$ cat config.mk
export PLATFORM = sky130hd
export DESIGN_NAME = fifo_pwm_core
export DESIGN_NICKNAME = d
export VERILOG_FILES = /design/src/rtl/pwm_core_pkg.sv /design/src/rtl/pwm_prescaler.sv /design/src/rtl/pwm_period_counter.sv /design/src/rtl/pwm_sample_sel.sv /design/src/rtl/fifo_pwm_core.sv
export SDC_FILE = /design/constraint.sdc
export NUM_CORES = 1
export LEC_CHECK = 0
export ABC_AREA = 1
export BUFFER_PORTS_ARGS = -buffer_cell sky130_fd_sc_hd__buf_2
export CORE_ASPECT_RATIO = 1.25
export CORE_MARGIN = 1.5
export CORE_UTILIZATION = 40
export CTS_BUF_LIST = sky130_fd_sc_hd__clkbuf_8
export DETAILED_ROUTE_END_ITERATION = 7
export GPL_ROUTABILITY_DRIVEN = 0
export SLEW_MARGIN = 20
export SYNTH_ARGS = -nofsm -noshare
export SYNTH_HDL_FRONTEND = slang
export SYNTH_HIERARCHICAL = 1
export SYNTH_SLANG_ARGS = --single-unit
$ cat constraint.sdc
create_clock -name clk -period 4.42 [get_ports clk]
set_clock_uncertainty 0.05 [all_clocks]
set_input_delay 0.442 -clock clk [delete_from_list [all_inputs] [get_ports clk]]
set_output_delay 0.442 -clock clk [all_outputs]
set_load 0.02 [all_outputs]
$ cat src/rtl/pwm_core_pkg.sv
package pwm_core_pkg;

    typedef enum logic [1:0] {
        OUT_SET_ROLL = 2'd0,
        OUT_CLR_ROLL = 2'd1,
        OUT_OFF      = 2'd2,
        OUT_OFF_ALT  = 2'd3
    } out_mode_e;

    localparam int FLAG_ROV = 0;
    localparam int FLAG_CMP = 1;
    localparam int LP_MODES = 4;

endpackage

$ cat src/rtl/pwm_prescaler.sv
module pwm_prescaler #(
    parameter int PRE_W = 12
) (
    input  logic             clk,
    input  logic             rst_n,
    input  logic             clr,
    input  logic             run,
    input  logic [PRE_W-1:0] div,
    output logic             tick
);
    logic [PRE_W-1:0] pre_d, pre_q;

    always_comb begin
        tick  = run && (pre_q >= div);
        pre_d = pre_q;
        if (clr || tick) begin
            pre_d = '0;
        end else if (run) begin
            pre_d = pre_q + 1'b1;
        end
    end

    always_ff @(posedge clk) begin
        if (!rst_n) pre_q <= '0;
        else        pre_q <= pre_d;
    end
endmodule

$ cat src/rtl/pwm_period_counter.sv
module pwm_period_counter #(
    parameter int CNT_W = 16
) (
    input  logic             clk,
    input  logic             rst_n,
    input  logic             clr,
    input  logic             tick,
    input  logic [CNT_W-1:0] period,
    output logic [CNT_W-1:0] cnt_q,
    output logic [CNT_W-1:0] cnt_nx,
    output logic             wrap
);
    localparam logic [CNT_W-1:0] PER_TOP   = '1;
    localparam logic [CNT_W-1:0] PER_CLAMP = PER_TOP - 1'b1;

    logic [CNT_W-1:0] per_eff;
    logic [CNT_W:0]   last_cnt;
    logic             at_end;

    always_comb begin
        per_eff  = (period == PER_TOP) ? PER_CLAMP : period;
        last_cnt = {1'b0, per_eff} + 1'b1;
        at_end   = ({1'b0, cnt_q} >= last_cnt);
        wrap     = tick && at_end;
        cnt_nx   = cnt_q;
        if (clr)       cnt_nx = '0;
        else if (tick) cnt_nx = at_end ? '0 : cnt_q + 1'b1;
    end

    always_ff @(posedge clk) begin
        if (!rst_n) cnt_q <= '0;
        else        cnt_q <= cnt_nx;
    end
endmodule

$ cat src/rtl/pwm_sample_sel.sv
module pwm_sample_sel #(
    parameter int DAT_W = 16,
    parameter int REP_W = 2
) (
    input  logic             clk,
    input  logic             rst_n,
    input  logic             swr,
    input  logic             start,
    input  logic             wrap,
    input  logic [REP_W-1:0] rep_sel,
    input  logic             fifo_empty,
    input  logic [DAT_W-1:0] fifo_data,
    output logic             fifo_pop,
    output logic [DAT_W-1:0] sample_q,
    output logic [DAT_W-1:0] sample_nx
);
    localparam int RC_W = (1 << REP_W) - 1;

    typedef struct packed {
        logic [RC_W-1:0]  rep;
        logic [DAT_W-1:0] smp;
    } sel_t;

    sel_t            s_d, s_q;
    logic [RC_W-1:0] rep_last;
    logic            last_use;
    logic            need_new;

    always_comb begin
        rep_last  = RC_W'((32'd1 << rep_sel) - 32'd1);
        last_use  = (s_q.rep >= rep_last);
        need_new  = start || (wrap && last_use);
        fifo_pop  = need_new && !fifo_empty && !swr;
        s_d       = s_q;
        if (swr) begin
            s_d = '0;
        end else begin
            if (start)     s_d.rep = '0;
            else if (wrap) s_d.rep = last_use ? '0 : s_q.rep + 1'b1;
            if (fifo_pop)  s_d.smp = fifo_data;
        end
        sample_nx = s_d.smp;
    end

    always_ff @(posedge clk) begin
        if (!rst_n) s_q <= '0;
        else        s_q <= s_d;
    end

    assign sample_q = s_q.smp;
endmodule

$ cat src/rtl/fifo_pwm_core.sv
module fifo_pwm_core
    import pwm_core_pkg::*;
#(
    parameter int PRE_W = 12,
    parameter int CNT_W = 16,
    parameter int REP_W = 2
) (
    input  logic             clk,
    input  logic             rst_n,
    input  logic             ctl_wr,
    input  logic             ctl_swr,
    input  logic             ctl_en,
    input  logic [1:0]       ctl_mode,
    input  logic [REP_W-1:0] ctl_rep,
    input  logic [PRE_W-1:0] ctl_pre,
    input  logic             lp_wr,
    input  logic [3:0]       lp_wdata,
    input  logic [3:0]       lp_req,
    input  logic             per_wr,
    input  logic [CNT_W-1:0] per_wdata,
    input  logic             ien_wr,
    input  logic [1:0]       ien_wdata,
    input  logic [1:0]       flag_clr,
    input  logic             fifo_empty,
    input  logic [CNT_W-1:0] fifo_data,
    output logic             fifo_pop,
    output logic             pwm_out,
    output logic [CNT_W-1:0] cnt_value,
    output logic [CNT_W-1:0] sample_value,
    output logic             flag_rov,
    output logic             flag_cmp,
    output logic             irq,
    output logic             swr_busy
);
    typedef struct packed {
        logic             en;
        logic [1:0]       mode;
        logic [REP_W-1:0] rep;
        logic [PRE_W-1:0] pre;
        logic [3:0]       lp_run;
        logic [CNT_W-1:0] per;
        logic [1:0]       ien;
        logic             swr;
    } ctl_t;

    typedef struct packed {
        logic [1:0] flg;
        logic       out;
    } pin_t;

    ctl_t ctl_d, ctl_q;
    pin_t pin_d, pin_q;

    logic             swr_evt, start, paused, run, clr;
    logic             tick, wrap, cmp_evt;
    logic             start_lvl, cmp_lvl, off_mode;
    logic [CNT_W-1:0] cnt_nx, sample_nx;
    logic             en_q;
    logic [1:0]       mode_q;

    // register updates from the write strobes
    always_comb begin
        swr_evt   = ctl_wr && ctl_swr;
        ctl_d     = ctl_q;
        ctl_d.swr = 1'b0;
        if (swr_evt) begin
            ctl_d        = '0;
            ctl_d.swr    = 1'b1;
            ctl_d.lp_run = ctl_q.lp_run;
        end else begin
            if (ctl_wr) begin
                ctl_d.en   = ctl_en;
                ctl_d.mode = ctl_mode;
                ctl_d.rep  = ctl_rep;
                ctl_d.pre  = ctl_pre;
            end
            if (lp_wr)  ctl_d.lp_run = lp_wdata;
            if (per_wr) ctl_d.per    = per_wdata;
            if (ien_wr) ctl_d.ien    = ien_wdata;
        end
        start  = ctl_d.en && !ctl_q.en;
        paused = |(lp_req & ~ctl_q.lp_run);
        run    = ctl_q.en && !paused;
        clr    = !ctl_q.en;
    end

    pwm_prescaler #(.PRE_W(PRE_W)) u_pre (
        .clk  (clk),
        .rst_n(rst_n),
        .clr  (clr),
        .run  (run),
        .div  (ctl_q.pre),
        .tick (tick)
    );

    pwm_period_counter #(.CNT_W(CNT_W)) u_cnt (
        .clk   (clk),
        .rst_n (rst_n),
        .clr   (clr),
        .tick  (tick),
        .period(ctl_q.per),
        .cnt_q (cnt_value),
        .cnt_nx(cnt_nx),
        .wrap  (wrap)
    );

    pwm_sample_sel #(.DAT_W(CNT_W), .REP_W(REP_W)) u_smp (
        .clk       (clk),
        .rst_n     (rst_n),
        .swr       (swr_evt),
        .start     (start),
        .wrap      (wrap),
        .rep_sel   (ctl_q.rep),
        .fifo_empty(fifo_empty),
        .fifo_data (fifo_data),
        .fifo_pop  (fifo_pop),
        .sample_q  (sample_value),
        .sample_nx (sample_nx)
    );

    // events, sticky flags and the output pin
    always_comb begin
        cmp_evt   = tick && (cnt_nx == sample_nx);
        start_lvl = (ctl_d.mode == OUT_SET_ROLL);
        cmp_lvl   = (ctl_d.mode == OUT_CLR_ROLL);
        off_mode  = ctl_d.mode[1];
        pin_d     = pin_q;
        if (swr_evt) begin
            pin_d.flg = '0;
        end else begin
            pin_d.flg = pin_q.flg & ~flag_clr;
            if (wrap)    pin_d.flg[FLAG_ROV] = 1'b1;
            if (cmp_evt) pin_d.flg[FLAG_CMP] = 1'b1;
        end
        if (!ctl_d.en || off_mode) begin
            pin_d.out = 1'b0;
        end else if (start) begin
            pin_d.out = (sample_nx == '0) ? cmp_lvl : start_lvl;
        end else if (cmp_evt) begin
            pin_d.out = cmp_lvl;
        end else if (wrap) begin
            pin_d.out = start_lvl;
        end
    end

    always_ff @(posedge clk) begin
        if (!rst_n) begin
            ctl_q <= '0;
            pin_q <= '0;
        end else begin
            ctl_q <= ctl_d;
            pin_q <= pin_d;
        end
    end

    assign pwm_out  = pin_q.out;
    assign flag_rov = pin_q.flg[FLAG_ROV];
    assign flag_cmp = pin_q.flg[FLAG_CMP];
    assign irq      = |(pin_q.flg & ctl_q.ien);
    assign swr_busy = ctl_q.swr;
    assign en_q     = ctl_q.en;
    assign mode_q   = ctl_q.mode;
endmodule

Yosys cells after proc, flatten, opt, wreduce, memory -nomap -nowiden --
Cells that the tools add are included.
Cells by class: add/subtract/negate cells 5, magnitude comparators 3, equality and inequality tests 3, shift-type cells 1, multiplexer cells 19, bitwise operators 7, reductions and logical operators 27
Operators by type and width (count):
- 16-bit two-way mux | 7
- 39-bit two-way mux | 1
- 16-bit by 1-bit adder with 17-bit output, second input constant | 1
- 16-bit by 17-bit >= comparator with 1-bit output | 1
- 17-bit two-way mux | 1
- 16-bit by 1-bit adder with 16-bit output, second input constant | 1
- 16-bit equality test | 1
- 16-bit equality test, second input constant | 1
- 16-bit logical NOT | 1
- 12-bit by 1-bit adder with 12-bit output, second input constant | 1
- 12-bit >= comparator | 1
- 1-bit logical AND | 9
- 2-bit OR reduction | 4
- 1-bit two-way mux | 7
- 1-bit logical NOT | 5
- 2-bit AND | 2
- 4-bit AND | 1
- 4-bit two-way mux | 1
- 4-bit inverter | 1
- 4-bit OR reduction | 1
- 3-bit by 1-bit adder with 3-bit output, second input constant | 1
- 3-bit >= comparator | 1
- 1-bit logical OR | 3
- 3-bit two-way mux | 1
- other kinds (10) | 11
Storage, ports and cells: register bits after elaboration 90, bits of input ports 69, output and inout port bits 38, logic and storage cells 79

Depth between registers and ports, before layout --
word-level depth 17, mapped depth 40, depth with buffers taken out 38

Hierarchy --
The synthesis kept the hierarchy.
By module, submodules not included:
- fifo_pwm_core | instances 1, cells each 301, area each 1980.6 um^2, seq. area each 860.8 um^2
- pwm_period_counter | instances 1, cells each 295, area each 1876.8 um^2, seq. area each 320.3 um^2
- pwm_sample_sel | instances 1, cells each 170, area each 1143.6 um^2, seq. area each 380.4 um^2
- pwm_prescaler | instances 1, cells each 130, area each 917.1 um^2, seq. area each 240.2 um^2

Worst setup path after synthesis --
OpenSTA, ideal clock, no wires.
path type flip-flop to flip-flop, start register ctl_q[6] (netlist name), end register pin_q (netlist bit pwm_out), library setup time 66 ps, data arrival time 4007 ps, data required time 4304 ps, path slack 297 ps, stages on the path, launching flop included 39, path buffers 3, clock period less this slack 4123 ps, path through dfxtp_1 > nand2_1 > inv_2 > nand3_1 > nor3_1 > nand3_1 > nand2_1 > inv_1 > ha_1 > nand2_4 > nor2_4 > nand2_1 > xor2_1 > ha_1 > inv_1 > nor3_1 > nand4_2 > nor2_1 > (+3 left out) > buf_12 > inv_1 > nand2_1 > nand2_2 > buf_6 > buf_12 > nand3_1 > nand2_1 > inv_1 > nand2_1 > o21ai_1 > nor2_1 > nand2_1 > nor2_1 > nand3_1 > nand2_1 > nand2_1 > a21oi_2
On the way: longest elaborated chain between the ends 15, elaborated cells between the ends (all ways) 21, classes of those cells 1 x add/sub; 1 x order compare; 2 x eq/ne; 9 x mux; 8 x reduce/logical
Ends and longest elaborated chain:
- start, declared | line fifo_pwm_core.sv:51 | ctl_t ctl_d, ctl_q;
- start signal, assigned | line fifo_pwm_core.sv:151 | ctl_q <= ctl_d;
- 16-bit equality test | line pwm_period_counter.sv:21 | per_eff = (period == PER_TOP) ? PER_CLAMP : period;
- 16-bit two-way mux (*) | line pwm_period_counter.sv:21
- 16-bit by 1-bit adder with 17-bit output (*) | line pwm_period_counter.sv:22 | last_cnt = {1'b0, per_eff} + 1'b1;
- 16-bit by 17-bit >= comparator with 1-bit output (*) | line pwm_period_counter.sv:23 | at_end = ({1'b0, cnt_q} >= last_cnt);
- 1-bit logical AND (*) | line pwm_period_counter.sv:24 | wrap = tick && at_end;
- net wrap | line fifo_pwm_core.sv:55 | logic tick, wrap, cmp_evt;
- 1-bit logical AND (*) | line pwm_sample_sel.sv:32 | need_new = start || (wrap && last_use);
- 1-bit logical OR (*) | line pwm_sample_sel.sv:32
- 1-bit logical AND (*) (2 in series) | line pwm_sample_sel.sv:33 | fifo_pop = need_new && !fifo_empty && !swr;
- 16-bit two-way mux (*) | line pwm_sample_sel.sv:40 | if (fifo_pop) s_d.smp = fifo_data;
- 16-bit two-way mux (*) | line pwm_sample_sel.sv:35 | if (swr) begin
- net sample_nx[9] | line fifo_pwm_core.sv:57 | logic [CNT_W-1:0] cnt_nx, sample_nx;
- 16-bit equality test | line fifo_pwm_core.sv:123 | cmp_evt = tick && (cnt_nx == sample_nx);
- 1-bit logical AND | line fifo_pwm_core.sv:123
- 1-bit two-way mux | line fifo_pwm_core.sv:139 | end else if (cmp_evt) begin
- 1-bit two-way mux | line fifo_pwm_core.sv:137 | end else if (start) begin
- end signal, assigned | line fifo_pwm_core.sv:152 | pin_q <= pin_d;
- end, declared | line fifo_pwm_core.sv:52 | pin_t pin_d, pin_q;
The timed path passes the listed nets; every way through them passes the cells marked *. A chain may end at the register's enable or synchronous reset.

Worst setup path in the final report --
start register ctl_q[4] (netlist name), end register pin_q (netlist bit pwm_out)
Same word-level chain as after synthesis.

==> flow_summary_export.csv <==
group,metric,value,unit
yosys,synth_area,0.00592,mm2
worst_setup_path,rrSetupSlack,0.34,ns
sta,hold_viol_final,0,
die,die_w,112,um
yosys,synth_top_area_share,30.4,%
yosys,synth_cells,896,
worst_setup_path,crit_family,"simple AND/OR/NAND/NOR gates",
sta,tightest_slew,0.854,ns
worst_setup_path,crit_path_max_fanout,11,
die,dieArea,0.0155,mm2
hold_path,min_path_type,"in2reg",
final_layout,finalNonFillerCells,1180,
sta,timing.final.ws_setup,0.337,ns
die,initial_core_util,41.1,%
drt,wirelength_met1,6.50,mm
yosys,syn_nets,1000,
flow_run,cap_violations,0,
worst_setup_path,ff2ff_path_depth,35,
placed_design,placed_area,0.00650,mm2
cts,clock_latency,0.36,ns
final_layout,final_cell_area,0.00691,mm2
cts,cts_tree,"done",
power_and_ir_drop,powerDensity,247,mW/mm2
drt,drtIter0Drc,221,
grt,grt_antenna_before_repair,0,
drt,drc,0,
final_layout,final_nets,1101,
worst_setup_path,critical_path_class,"reg2reg",
hold_path,min_path_cells,3,
final_layout,multi_input_area,0.00335,mm2
worst_setup_path,critPathMaxStageDelay,0.45,ns
hold_path,min_from,"per_wdata[0]",
grt,grt_pass1_wl,23.4,mm
cts,cts_buffer_depth,2,
cts,cts_hold_buf,0,
cts,root_buffer,"clkbuf_8",
die,rows,49,
worst_setup_path,end_kind,"flip-flop",
drt,top_layer_used,"met4",
grt,grt_pass1_vias,5116,
final_layout,regArea,0.00180,mm2
sta,finalSetupViolCount,0,
drt,wl,14.2,mm
drt,num_vias,5465,
power_and_ir_drop,power.leakage,3.49,nW
yosys,netlist.top_cell.by_area,"dfxtp_1",
placed_design,place_ws,0.0551,ns
power_and_ir_drop,vdd_drop_max,0.128,mV
cts,clk_pin_slew,0.09,ns
sta,report.final.slew_viol_count,0,
final_layout,syn_to_final_growth,16.7,%
worst_setup_path,required,4.67,ns
yosys,seq_area_frac_synth,30.4,%
worst_setup_path,cp_slowest_cell,"dfxtp_1",
worst_setup_path,critPathMostFrequentCell,"nand2_1",
hold_path,min_to,"ctl_q[3]",
drt,ant_nets,0,
sta,slew_headroom,43.0,%
sta,max_freq,245,MHz
sta,period_share,92.4,%
yosys,synth_area_leaders,"dfxtp_1, nand2_1, inv_1",
grt,grt_max_degree,28,
drt,vias_per_cell,4.63,
drt,wl_met3,443,um
final_layout,diodes,0,
drt,wire_per_inst,12.0,um
cts,cts_buffers,9,
sta,post-route-min-period,4.08,ns
yosys,yosysUniqueCellTypes,43,
die,die_h,139,um
power_and_ir_drop,fin_total_pwr,1.71,mW
worst_setup_path,cp_data_arrival_time,4.34,ns
die,io_pins,107,
grt,grt.overflow.total,0,
status,outcome,"completed",
drt,wl_met2,7.09,mm
worst_setup_path,critical_path.n_buffers_inverters,6,
placed_design,dpl.hpwl,10.8,mm
cts,clock_sinks,90,
drt,dr.pass1.iters,4,
yosys,syn_avg_cell_area,6.61,um2
final_layout,drive_above_1_share,23.0,%
die,core_area,0.0144,mm2
yosys,yosys_register_bits,90,
worst_setup_path,r2r_end,"pwm_out",
worst_setup_path,startpoint_type,"flip-flop",
yosys,yosys_warnings,6,
placed_design,dp_cells,1156,
placed_design,io_buffers,106,
worst_setup_path,r2r-start,"ctl_q[4]",
final_layout,postLayoutCoreUtil,47.9,%
cts,htree_levels,3,
grt,grt_use_total,18.1,%
final_layout,fill_cells,1484,
cell usage after synthesis, drive strengths merged:
| cell type | count |
|---|---|
| a21o | 2 |
| a21oi | 66 |
| a22o | 1 |
| buf | 30 |
| clkbuf | 7 |
| clkinv | 2 |
| dfxtp | 90 |
| ha | 35 |
| inv | 156 |
| mux2i | 1 |
| nand2 | 264 |
| nand3 | 42 |
| nand3b | 2 |
| nand4 | 12 |
| nor2 | 114 |
| nor3 | 15 |
| nor3b | 1 |
| nor4 | 4 |
| o211ai | 1 |
| o21a | 1 |
| o21ai | 14 |
| o21bai | 3 |
| o22ai | 2 |
| or2 | 3 |
| xnor2 | 12 |
| xor2 | 16 |
flip-flops by register name (all words and copies together), names as in the netlist:
register	cells
mode_q	2
u_smp/s_q	3
en_q	1
flag_rov	1
u_smp/sample_q	16
swr_busy	1
ctl_q	36
u_pre/pre_q	12
pwm_out	1
u_cnt/cnt_q	16
flag_cmp	1
where the power goes:
group | switching [mW] | internal [mW] | total, mW | leakage [nW]
Sequential | 0.0129 | 0.832 | 0.845 | 0.732
Clock | 0.307 | 0.314 | 0.621 | 0.116
Combinational | 0.145 | 0.0956 | 0.240 | 2.64
worst register-to-register path, delay by kind of cell, from the launching register on:
family | cells | cell delay (ns)
and+or+nand+nor | 24 | 2.12
buffers and inverters | 6 | 0.59
adders and majority gates | 2 | 0.45
DFF | 1 | 0.45
AOI/OAI and AO/OA | 2 | 0.22
xor gates and xnor gates | 1 | 0.16
layout by cell type (no fill, tap or decap), types with 2 or more instances in the layout:
cell and count:
nor2_4 7, o21bai_1 3, clkbuf_8 9, o21ai_0 9, inv_1 143, nand2_1 238
a21oi_1 64, nor3_2 3, nand4_2 2, buf_4 18, a21o_1 2, nor4_1 4
a21oi_2 2, o22ai_1 2, nand4_1 10, nor3_1 12, nor2_2 18, nor2_1 89
xor2_1 16, dfxtp_1 88, nand3_2 9, o21ai_1 4, nand2_4 12, clkinv_2 2
clkinv_1 2, ha_1 34, nand2_2 13, inv_2 14, dfxtp_2 2, bufinv_16 2
xnor2_1 12, nand3_1 33, or2_2 2, buf_2 106
layer usage:
metal  GRT usage [%]  vias to the layer above
met3            2.49                       12
met5               0                        -
met4            5.13                        0
met2            32.6                      110
met1            22.5                     2394
li1                -                     2949
kinds of logic after synthesis:
group | Yosys count | synth area share (%)
adders and majority gates | 35 | 7.40
AOI/OAI and AO/OA | 90 | 8.14
buffers and inverters | 195 | 14.6
and+or+nand+nor | 457 | 35.1
DFF | 90 | 30.4
muxes | 1 | 0.169
xor gates and xnor gates | 28 | 4.14
how the worst max path moves through the flow:
stage	from	endpoint	slack (ns)	cells past startpoint
after floorplan	ctl_q[6]	pwm_out	0.30	38
after global placement	ctl_q[6]	pwm_out	0.15	33
after detailed placement	ctl_q[6]	pwm_out	0.06	33
after CTS	ctl_q[6]	pwm_out	0.02	33
after global routing	ctl_q[5]	pwm_out	-0.04	37
final	ctl_q[4]	pwm_out	0.34	35
stage by stage:
| stage | hold WS [ns] | setup TNS [ns] |
|---|---|---|
| 5_1_grt | 0.260 | -0.0375 |
| 4_1_cts | 0.251 | 0 |
| 6_report | 0.267 | 0 |
| 2_1_floorplan | 0.389 | 0 |
| 3_3_place_gp | 0.400 | 0 |
| 3_5_place_dp | 0.404 | 0 |
layout make-up:
| class | instances | share of cell area, % |
|---|---|---|
| inverters | 158 | 8.62 |
| flip-flops and latches | 90 | 26.1 |
| repair buffers | 127 | 10.5 |
| well taps | 178 | 3.22 |
| multi-input cells | 611 | 48.5 |
| clock buffers | 9 | 1.79 |
| clock inverters | 7 | 1.25 |
timing repair:
item                                    in CTS  in global routing
gates resized for setup                      0                 36
endpoints found under the setup margin       0                  3
buffers inserted                             0                  7
No activity file was read; power rests on OpenSTA's default activity.
